### config.mk
export PLATFORM = sky130hd
export DESIGN_NAME = cmp_chan
export DESIGN_NICKNAME = d
export VERILOG_FILES = /design/src/rtl/cmp_chan_pkg.sv /design/src/rtl/cmp_chan_rem.sv /design/src/rtl/cmp_chan_hit.sv /design/src/rtl/cmp_chan.sv
export SDC_FILE = /design/constraint.sdc
export NUM_CORES = 1
export LEC_CHECK = 0
export BUFFER_PORTS_ARGS = -buffer_cell sky130_fd_sc_hd__buf_2
export CORE_MARGIN = 3
export CORE_UTILIZATION = 31
export CTS_CLUSTER_SIZE = 8
export DETAILED_ROUTE_END_ITERATION = 8
export SETUP_SLACK_MARGIN = 0.1
export SKIP_LAST_GASP = 1
export SLEW_MARGIN = 20
export SYNTH_ARGS = -nofsm -noshare
export SYNTH_HDL_FRONTEND = slang
export SYNTH_SLANG_ARGS = --single-unit
### constraint.sdc
create_clock -name clk -period 5.7 [get_ports clk]
set_input_delay 1.14 -clock clk [delete_from_list [all_inputs] [get_ports clk]]
set_output_delay 1.14 -clock clk [all_outputs]
set_load 0.02 [all_outputs]
### src/rtl/cmp_chan_pkg.sv
package cmp_chan_pkg;

    // Phases of the serial remainder unit
    typedef enum logic [1:0] {
        DIV_IDLE = 2'd0,
        DIV_RUN  = 2'd1,
        DIV_DONE = 2'd2
    } div_phase_e;

endpackage

### src/rtl/cmp_chan_rem.sv
// Serial restoring remainder unit: DIV_BITS quotient bits per cycle.
module cmp_chan_rem
    import cmp_chan_pkg::*;
#(
    parameter int W        = 32,
    parameter int DIV_BITS = 1
) (
    input  logic         clk,
    input  logic         rst_n,
    input  logic         start_i,
    input  logic [W-1:0] dvd_i,
    input  logic [W-1:0] dvs_i,
    output logic         busy_o,
    output logic         done_o,
    output logic [W-1:0] rem_o
);

    localparam int ITER = W / DIV_BITS;
    localparam int CW   = $clog2(ITER + 1);

    typedef struct packed {
        div_phase_e   ph;
        logic [W-1:0] rem;
        logic [W-1:0] quo;
        logic [W-1:0] dvs;
        logic [CW-1:0] cnt;
    } rem_st_t;

    rem_st_t s_d, s_q;

    always_comb begin
        logic [W:0]   trial;
        logic [W-1:0] r;
        logic [W-1:0] q;
        s_d = s_q;
        r   = s_q.rem;
        q   = s_q.quo;
        for (int i = 0; i < DIV_BITS; i++) begin
            trial = {r, q[W-1]};
            q     = {q[W-2:0], 1'b0};
            if (trial >= {1'b0, s_q.dvs}) begin
                r = trial[W-1:0] - s_q.dvs;
            end else begin
                r = trial[W-1:0];
            end
        end
        case (s_q.ph)
            DIV_RUN: begin
                s_d.rem = r;
                s_d.quo = q;
                s_d.cnt = s_q.cnt - 1'b1;
                if (s_q.cnt == CW'(1)) begin
                    s_d.ph = DIV_DONE;
                end
            end
            DIV_DONE: s_d.ph = DIV_IDLE;
            default:  s_d.ph = DIV_IDLE;
        endcase
        if (start_i) begin
            s_d.ph  = DIV_RUN;
            s_d.rem = '0;
            s_d.quo = dvd_i;
            s_d.dvs = dvs_i;
            s_d.cnt = CW'(ITER);
        end
    end

    always_ff @(posedge clk or negedge rst_n) begin
        if (!rst_n) begin
            s_q <= '{ph: DIV_IDLE, rem: '0, quo: '0, dvs: '0, cnt: '0};
        end else begin
            s_q <= s_d;
        end
    end

    assign busy_o = (s_q.ph != DIV_IDLE);
    assign done_o = (s_q.ph == DIV_DONE);
    assign rem_o  = s_q.rem;

endmodule

### src/rtl/cmp_chan_hit.sv
// Match detection against the shared counter, plus enable edge tracking.
module cmp_chan_hit #(
    parameter int W = 32
) (
    input  logic         clk,
    input  logic         rst_n,
    input  logic         tick_i,
    input  logic         en_i,
    input  logic [W-1:0] cnt_i,
    input  logic [W-1:0] cmp_i,
    output logic         hit_o,
    output logic         rise_o
);

    logic en_d, en_q;

    always_comb begin
        en_d = en_i;
    end

    always_ff @(posedge clk or negedge rst_n) begin
        if (!rst_n) begin
            en_q <= 1'b0;
        end else begin
            en_q <= en_d;
        end
    end

    // A tick arriving in the cycle the counter stops is still honoured.
    assign hit_o  = tick_i && (en_i || en_q) && (cnt_i == cmp_i);
    assign rise_o = en_i && !en_q;

endmodule

### src/rtl/cmp_chan.sv
module cmp_chan #(
    parameter int W        = 32,
    parameter int DIV_BITS = 1
) (
    input  logic         clk,
    input  logic         rst_n,
    input  logic         cnt_en_i,
    input  logic         tick_i,
    input  logic [W-1:0] cnt_i,
    input  logic         cfg_we_i,
    input  logic         cfg_periodic_i,
    input  logic         cfg_vset_i,
    input  logic         cmp_we_i,
    input  logic [W-1:0] cmp_wdata_i,
    output logic         fire_o,
    output logic [W-1:0] cmp_o,
    output logic [W-1:0] period_o,
    output logic         periodic_o,
    output logic         vset_o,
    output logic         busy_o
);

    localparam logic [W-1:0] CMP_RST = '1;

    typedef struct packed {
        logic [W-1:0] cmp;
        logic [W-1:0] per;
        logic [W-1:0] snap;
        logic         periodic;
        logic         vset;
        logic         fire;
    } chan_st_t;

    chan_st_t s_d, s_q;

    logic         hit, rise;
    logic         div_start, div_busy, div_done;
    logic [W-1:0] div_dvd, div_dvs, div_rem;

    cmp_chan_hit #(.W(W)) u_hit (
        .clk    (clk),
        .rst_n  (rst_n),
        .tick_i (tick_i),
        .en_i   (cnt_en_i),
        .cnt_i  (cnt_i),
        .cmp_i  (s_q.cmp),
        .hit_o  (hit),
        .rise_o (rise)
    );

    cmp_chan_rem #(.W(W), .DIV_BITS(DIV_BITS)) u_rem (
        .clk     (clk),
        .rst_n   (rst_n),
        .start_i (div_start),
        .dvd_i   (div_dvd),
        .dvs_i   (div_dvs),
        .busy_o  (div_busy),
        .done_o  (div_done),
        .rem_o   (div_rem)
    );

    always_comb begin
        logic [W-1:0] cmp_pre;
        logic         chg;
        s_d      = s_q;
        s_d.fire = hit;
        chg      = 1'b0;

        // Completion of a re-arm: snap holds counter + period
        if (div_done) begin
            s_d.cmp = s_q.snap - div_rem;
        end else if (hit && s_q.periodic) begin
            s_d.cmp = s_q.cmp + s_q.per;
        end
        cmp_pre = s_d.cmp;

        // Comparator write, interpreted by the current mode
        if (cmp_we_i) begin
            if (s_q.periodic) begin
                s_d.per = cmp_wdata_i;
                if (s_q.vset) begin
                    s_d.cmp = cmp_wdata_i;
                end
            end else begin
                s_d.cmp = cmp_wdata_i;
            end
            chg = (s_d.cmp != cmp_pre) || (s_d.per != s_q.per);
        end

        // Configuration write
        if (cfg_we_i) begin
            s_d.periodic = cfg_periodic_i;
            s_d.vset     = cfg_vset_i;
            if (!cfg_periodic_i) begin
                s_d.per = '0;
            end
        end
        if (cmp_we_i) begin
            s_d.vset = 1'b0;
        end

        // Re-arm request
        div_start = (rise || (chg && cnt_en_i)) && s_d.periodic && (s_d.per != '0);
        div_dvd   = cnt_i - s_d.cmp;
        div_dvs   = s_d.per;
        if (div_start) begin
            s_d.snap = cnt_i + s_d.per;
        end
    end

    always_ff @(posedge clk or negedge rst_n) begin
        if (!rst_n) begin
            s_q <= '{cmp: CMP_RST, per: '0, snap: '0,
                     periodic: 1'b0, vset: 1'b0, fire: 1'b0};
        end else begin
            s_q <= s_d;
        end
    end

    assign fire_o     = s_q.fire;
    assign cmp_o      = s_q.cmp;
    assign period_o   = s_q.per;
    assign periodic_o = s_q.periodic;
    assign vset_o     = s_q.vset;
    assign busy_o     = div_busy;

endmodule

==> results of run 1 <==
==> Yosys cell counts (18+ instances only) <==
| library cell | n | area, um^2 |
|---|---|---|
| nand2_1 | 278 | 1040 |
| a21oi_1 | 172 | 861 |
| dfrtp_1 | 172 | 4300 |
| ha_1 | 158 | 1980 |
| inv_1 | 154 | 578 |
| xnor2_1 | 137 | 1200 |
| o21ai_0 | 123 | 616 |
| nor2_1 | 111 | 417 |
| mux2i_1 | 83 | 831 |
| a21o_1 | 74 | 556 |
| xor2_1 | 73 | 639 |
| clkbuf_1 | 69 | 259 |
| buf_4 | 65 | 488 |
| mux2_2 | 56 | 631 |
| and3_1 | 54 | 338 |
| o211ai_1 | 38 | 285 |
| dfstp_2 | 32 | 841 |
| nand4_1 | 32 | 200 |
| o21a_1 | 30 | 225 |
| nor3_1 | 29 | 145 |
| a211oi_1 | 27 | 203 |
| nor2b_1 | 26 | 163 |
| nand3_1 | 25 | 125 |
| nand2b_1 | 23 | 144 |
| o21bai_1 | 23 | 173 |
| nor4_1 | 19 | 119 |
| and2_1 | 18 | 113 |
==> final cells by class <==
class | count | area [um^2] | share of cell area
multi-input combinational | 1817 | 13200 | 0.547
tap | 837 | 1050 | 0.0435
clock buffer | 51 | 808 | 0.0336
sequential | 204 | 5140 | 0.214
clock inverter | 1 | 5.00 | 0.000208
inverter | 154 | 578 | 0.0240
antenna | 1 | 2.50 | 0.000104
timing repair buffer | 470 | 3310 | 0.138
==> what timing repair did <==
| action | CTS | global route |
|---|---|---|
| pin swaps | 16 | 17 |
| buffers inserted | 19 | 6 |
| gates cloned | 0 | 0 |
| endpoints found under the setup margin | 90 | 122 |
| gates resized for setup | 32 | 22 |
==> worst reg2reg max path, stage by stage, from the launching register on <==
cell,delay (ps)
dfstp_2,590
buf_4,150
ha_1,280
o21ai_0,250
o21ai_1,160
a211oi_1,380
nor2b_1,80
o21ai_0,150
nand2b_1,90
xnor2_1,260
nor2_1,110
a211oi_1,230
o21ai_0,120
o21a_1,150
inv_1,60
ha_1,230
a21o_1,180
a21oi_2,220
a21oi_4,100
o311ai_4,260
a41oi_2,180
o21ai_1,160
nand2b_1,130
o2111ai_2,210
a31o_2,190
o21ai_1,80
xnor2_1,120
mux2_1,280
==> kinds of logic after synthesis <==
kind of cell,after synthesis,synth area share
XOR/XNOR,213,0.0973
multiplexers,150,0.0809
flip-flops,204,0.262
AO/OA/AOI/OAI,632,0.213
buffers and inverters,316,0.0792
AND/OR/NAND/NOR,659,0.162
adder cells (fa/ha/maj),163,0.106
==> how the worst max path moves through the flow <==
stage	to	slack [ps]	cells after the start
2_1_floorplan	u_rem.s_q[68]$_DFFE_PN0P_	70	26
3_3_place_gp	u_rem.s_q[69]$_DFFE_PN0P_	-950	28
3_5_place_dp	u_rem.s_q[69]$_DFFE_PN0P_	-1060	29
4_1_cts	u_rem.s_q[69]$_DFFE_PN0P_	80	29
5_1_grt	u_rem.s_q[69]$_DFFE_PN0P_	-180	27
6_report	u_rem.s_q[68]$_DFFE_PN0P_	130	30
==> metrics by stage <==
step                      cell area [um^2]  worst slack (ps)  hold slack (ps)
final                                24100               130              491
after global placement               22800              -955              476
after detailed placement             22800             -1060              483
after global routing                 24100              -181              501
after CTS                            23900              75.5              494
after floorplan                      19700              70.5              464
==> power by group through the flow <==
stage / combinational [mW] / clock (mW) / sequential [mW]
6_report: 7.88 / 1.64 / 2.34
5_1_grt: 8.58 / 1.73 / 2.39
4_1_cts: 7.70 / 1.68 / 2.33
3_5_place_dp: 7.58 / 0 / 2.35
3_3_place_gp: 7.55 / 0 / 2.35
2_1_floorplan: 5.33 / 0 / 2.24
==> metal layers <==
metal | vias to the layer above | global-route usage | routed length (um)
met2 | 710 | 0.336 | 32100
met1 | 8864 | 0.297 | 33200
met5 | - | 0 | 11
li1 | 8950 | - | -
met3 | 155 | 0.0288 | 5010
met4 | 2 | 0.101 | 3750
==> state kept, by name (all words and copies together) (netlist names) <==
signal,cells
fire_o,1
s_q,32
cmp_o,32
u_hit.en_q,1
u_rem.rem_o,32
vset_o,1
periodic_o,1
u_rem.s_q,72
period_o,32
==> key figures, run 1 <==
Placement
  – PortBufs: 139
  – Routability cong.: 0.975
  – Dpl cells: 3,459
  – DP Wirelength: 60,100 um

STA
  – Worst slew pin tran: 937 ps
  – Period Utilization, post-route: 0.977
  – Hold Fails Final Rpt: 0
  – Final Max Tran Viols: 0
  – Max Freq: 180 MHz
  – Worst rel slew slack: 0.375
  – RSZ-0062 raised after global routing: true
  – Crit path time final: 5570 ps
  – Clk_skew: 21.7 ps
  – Setup TNS: 0 ps
  – Setup Viol. Count Final: 0

Clocking
  – Worst-path clk slew: 60 ps
  – CTS buffer count: 29
  – Worst skew pair latency: 560 ps
  – CTS tree: built
  – CTS Sinks: 204
  – H-tree depth: 1
  – CTS root buf: clkbuf_16
  – Maximum clock insertion buffer count: 3
  – # hold bufs at CTS: 0

Power and ir drop
  – NetSw: 5.60 mW
  – Power Total: 11.9 mW
  – Leak Pwr: 11.6 nW
  – Clock share of power: 0.138
  – Sequential share of power: 0.197
  – Pwr dens: 493 nW/um^2
  – Peak supply drop: 281 uV
  – Cell Int Power: 6.26 mW
  – Logic pwr share: 0.665
  – Switching Fraction: 0.472

Final layout
  – Filler instances: 6,362
  – Finished Core Util: 0.387
  – Share of cells above drive strength 1: 0.246
  – Commonest non-fill, non-tap cell in the layout: buf_4
  – Finished Layout Cells: 3,535
  – Fin nets: 2,911
  – Highest-count cells in the layout ignoring fill and taps: 318 x buf_4, 278 x nand2_1, 172 x dfrtp_1, 165 x a21oi_1, 155 x ha_1
  – Area growth syn-to-layout: 22.8%

Synth
  – Synth cell types: 92
  – Syn nets: 2,572
  – Cell area after synthesis: 19,600 um^2
  – Yosys warning count: 0
  – Seq/Total Area, Yosys: 0.262
  – #FFs+latches synth: 204
  – Post-synth ARST share: 1.00
  – Syn Area/Cell: 8.39 um^2
  – EDFF count, synth: 0
  – Synth Instances: 2,337
  – Ys flop type: dfrtp_1

Routing
  – Via density: 5.28
  – Drt drc: 0
  – Drt first-iter violations: 1,727
  – Post-route ant nets: 0
  – DR pass1 iterations: 5
  – Detailed Route WL: 74,100 um
  – Routed vias: 18,700
  – Wirelength per Cell: 21.0 um

Critical path
  – CP peak stage delay: 410 ps
  – Endpoint class of the critical path: register
  – Worst reg2reg path startpoint: cmp_o[2]$_DFF_PN1_
  – CP max FO: 3
  – CP delay by family, top: compound AO/OA/AOI/OAI gates
  – Crit Path Category: in -> reg
  – Worst reg2reg setup slack: 160 ps
  – CP most frequent cell: buf_6
  – Worst Path Buf+Inv: 7
  – Worst r2r dst: u_rem.s_q[69]$_DFFE_PN0P_
  – Number of cells on the worst reg-to-reg path: 27
  – Slowest cell on crit path: fa_2
  – Critical Path Source Type: primary input
  – Worst Setup SP: cnt_i[2]
  – CP arrival: 6010 ps
  – Critical path required time: 6140 ps

Global routing
  – Vias in the first global route: 18,200
  – Global-route wire length before repair: 110,000 um
  – Largest net degree at the start of global routing: 110
  – Overflow after GRT: 0
  – Total global-route track usage: 0.216
  – Initial antenna violation count: 3

Status
  – Status: finished, final reports clean

Floorplanning
  – Die Height: 257 um
  – Die Area: 66,300 um^2
  – # IOs: 140
  – FP Rows: 91
  – Die width: 257 um
  – Core area: 62,200 um^2
  – Initial Util: 0.315

Flow run
  – Max-cap violation count: 0

Worst hold path
  – Hold Crit Start: u_rem.s_q[16]$_DFFE_PN0P_
  – Hold Path Depth: 1
  – Worst Hold End: u_rem.s_q[16]$_DFFE_PN0P_
  – Tightest Hold Check Type: reg -> reg
(Power assumes the default switching activity.)
==> run 2, diff against run 1 <==
==> constraint.sdc (replaced) <==
create_clock -name clk -period 4.8 [get_ports clk]
set_input_delay 0.96 -clock clk [delete_from_list [all_inputs] [get_ports clk]]
set_output_delay 0.96 -clock clk [all_outputs]
set_load 0.02 [all_outputs]
==> run 2 against run 1 <==
The run now ends with negative setup slack left. Final cell count grew 8.1%. Combinational power rose by 40%. Clock power grew 21%. Total power rose by 33%. Sequential share of layout area down 2.0 points. Via count grew 8.8%. Die area stayed put. Critical endpoint unchanged.
==> key figures, run 2 (synthesis gave the netlist of run 1 again) <==
Final layout
  – Fin area: 26,600 um^2 (+10%)
  – Highest-count cells in the layout ignoring fill and taps: 597 x buf_4, 274 x nand2_1, 172 x dfrtp_1, 161 x a21oi_1
  – Share of cells above drive strength 1: 0.329 (+0.0829)
  – Finished Layout Cells: 3,822 (+8.1%)
  – Area growth syn-to-layout: 35.5%
  – Filler instances: 6,169 (-3.0%)
  – Largest register FFs: 72 (unchanged)
  – Commonest non-fill, non-tap cell in the layout: buf_4
  – Fin nets: 3,196 (+9.8%)
  – Largest Register: u_rem.s_q

Global routing
  – Total global-route track usage: 0.243 (+0.0270)
  – Initial antenna violation count: 2 (-1)
  – Vias in the first global route: 20,200 (+11%)
  – Largest net degree at the start of global routing: 113 (+2.7%)
  – Global-route wire length before repair: 123,000 um (+12%)
  – Overflow after GRT: 0 (unchanged)

Routing
  – Drt first-iter violations: 1,749 (+1.3%)
  – Post-route ant nets: 0 (unchanged)
  – Via density: 5.32 (+0.63%)
  – Detailed Route WL: 83,800 um (+13%)
  – Routed vias: 20,300 (+8.8%)
  – Drt drc: 0 (unchanged)
  – Wirelength per Cell: 21.9 um (+4.6%)
  – DR pass1 iterations: 5 (unchanged)

Clocking
  – CTS Sinks: 204 (unchanged)
  – CTS buffer count: 29 (unchanged)
  – Maximum clock insertion buffer count: 3 (unchanged)
  – Worst skew pair latency: 590 ps (+30 ps)
  – CTS root buf: clkbuf_16
  – H-tree depth: 1 (unchanged)
  – Worst-path clk slew: 60 ps (about the same)
  – CTS tree: built
  – # hold bufs at CTS: 0 (unchanged)

Power and ir drop
  – Sequential share of power: 0.173 (-0.024)
  – Leak Pwr: 13.2 nW (+13%)
  – Power Total: 15.7 mW (+33%)
  – Logic pwr share: 0.701 (+0.036)
  – Pwr dens: 593 nW/um^2 (+20%)
  – Switching Fraction: 0.454 (-0.0176)
  – Peak supply drop: 253 uV (-10%)
  – Clock share of power: 0.126 (-0.012)
  – Cell Int Power: 8.59 mW (+37%)
  – NetSw: 7.16 mW (+28%)

Flow run
  – Max-cap violation count: 0 (unchanged)

Floorplanning
  – FP Rows: 91 (unchanged)
  – Core area: 62,200 um^2 (unchanged)
  – Die Height: 257 um (unchanged)
  – Die width: 257 um (unchanged)
  – Die Area: 66,300 um^2 (unchanged)
  – # IOs: 140 (unchanged)
  – Initial Util: 0.315 (unchanged)

STA
  – Hold Fails Final Rpt: 0 (unchanged)
  – Setup Viol. Count Final: 136 (+136)
  – Clk_skew: 42.1 ps (+20.4 ps)
  – Hold WS: 431 ps (-60.3 ps)
  – RSZ-0062 raised after global routing: true
  – Worst slew pin tran: 1040 ps (+106 ps)
  – Period Utilization, post-route: 1.19
  – Max Freq: 175 MHz
  – Worst Slack Setup Final: -909 ps (-1040 ps)
  – Worst rel slew slack: 0.303 (-0.0724)
  – Crit path time final: 5710 ps
  – Final Max Tran Viols: 0 (unchanged)

Critical path
  – Critical path required time: 5270 ps (-870 ps)
  – Crit Path Category: in -> reg
  – Worst r2r dst: u_rem.s_q[68]$_DFFE_PN0P_
  – Endpoint class of the critical path: register
  – CP peak stage delay: 420 ps (about the same)
  – Worst reg2reg setup slack: -890 ps (-1050 ps)
  – CP arrival: 6180 ps (+170 ps)
  – Critical Path Source Type: primary input
  – Worst reg2reg path startpoint: cmp_o[2]$_DFF_PN1_
  – CP max FO: 3 (unchanged)
  – Number of cells on the worst reg-to-reg path: 28 (+3.7%)
  – Slowest cell on crit path: nor4_4

Placement
  – Pre-CTS setup slack: -1790 ps (-730 ps)
  – PortBufs: 139 (unchanged)
  – Dpl cells: 3,717 (+7.5%)
  – Placed cell area: 25,000 um^2 (+9.2%)
  – Routability cong.: 1.02 (+4.4%)
  – DP Wirelength: 67,800 um (+13%)

Worst hold path
  – Tightest Hold Check Type: in -> async

Status
  – Failing checks: negative setup slack
  – Status: complete, but fails checks
-- run 2: stage by stage --
| stage | TNS (ps) | util |
|---|---|---|
| final | -95160 | 0.427 |
| after global routing | -98950 | 0.427 |
| after CTS | -87370 | 0.423 |
| after detailed placement | -175360 | 0.401 |
| after global placement | -170710 | 0.401 |
| after floorplan | -3350 | - |
-- run 2: critical path: cells and delay by family --
| family | cells | cell delay [ps] |
|---|---|---|
| buffers and inverters | 6 | 790 |
| multiplexers | 1 | 80 |
| AO/OA/AOI/OAI | 15 | 2470 |
| adder cells (fa/ha/maj) | 2 | 600 |
| XOR/XNOR | 2 | 310 |
| AND/OR/NAND/NOR | 3 | 940 |
-- run 2: metal layers --
layer	GRT usage	part of all wire	routed length [um]
met5	0	0	0
met4	0.111	0.054	4560
met3	0.0242	0.063	5250
met1	0.327	0.43	36400
met2	0.394	0.45	37600
-- run 2: how the worst max path moves through the flow --
| stage | slack (ps) | cells past startpoint | end | start |
|---|---|---|---|---|
| final | -910 | 29 | u_rem.s_q[68]$_DFFE_PN0P_ | cnt_i[2] |
| after global routing | -1060 | 28 | u_rem.s_q[68]$_DFFE_PN0P_ | cmp_o[2]$_DFF_PN1_ |
| after floorplan | -620 | 26 | u_rem.s_q[68]$_DFFE_PN0P_ | cnt_i[17] |
| after CTS | -900 | 28 | u_rem.s_q[68]$_DFFE_PN0P_ | cmp_o[2]$_DFF_PN1_ |
| after detailed placement | -1790 | 26 | u_rem.s_q[69]$_DFFE_PN0P_ | cnt_i[2] |
| after global placement | -1720 | 27 | u_rem.s_q[69]$_DFFE_PN0P_ | cnt_i[2] |
-- run 2: repair_timing --
| item | in CTS | in global routing |
|---|---|---|
| pin swaps | 35 | 22 |
| setup endpoints to repair | 136 | 136 |
| gates cloned | 2 | 3 |
| setup buffers | 38 | 8 |
| resized for setup | 38 | 30 |
-- run 2: power by group through the flow --
stage / Combinational [mW] / Clock (mW) / Sequential, mW
finish: 11.0 / 1.99 / 2.73
global route: 11.9 / 2.10 / 2.79
CTS: 10.8 / 2.03 / 2.72
detailed placement: 10.6 / 0 / 2.75
global placement: 10.4 / 0 / 2.73
floorplan: 6.37 / 0 / 2.66
-- run 2: area by class of cell --
cell class	instances	area [um^2]	area share
clock buffers	53	826	0.0311
inverters	154	578	0.0218
flip-flops and latches	204	5140	0.194
multi-input cells	1817	13300	0.502
diodes	1	2.50	0.0000942
repair buffers	755	5610	0.211
clock inverters	1	8.76	0.000330
well taps	837	1050	0.0394
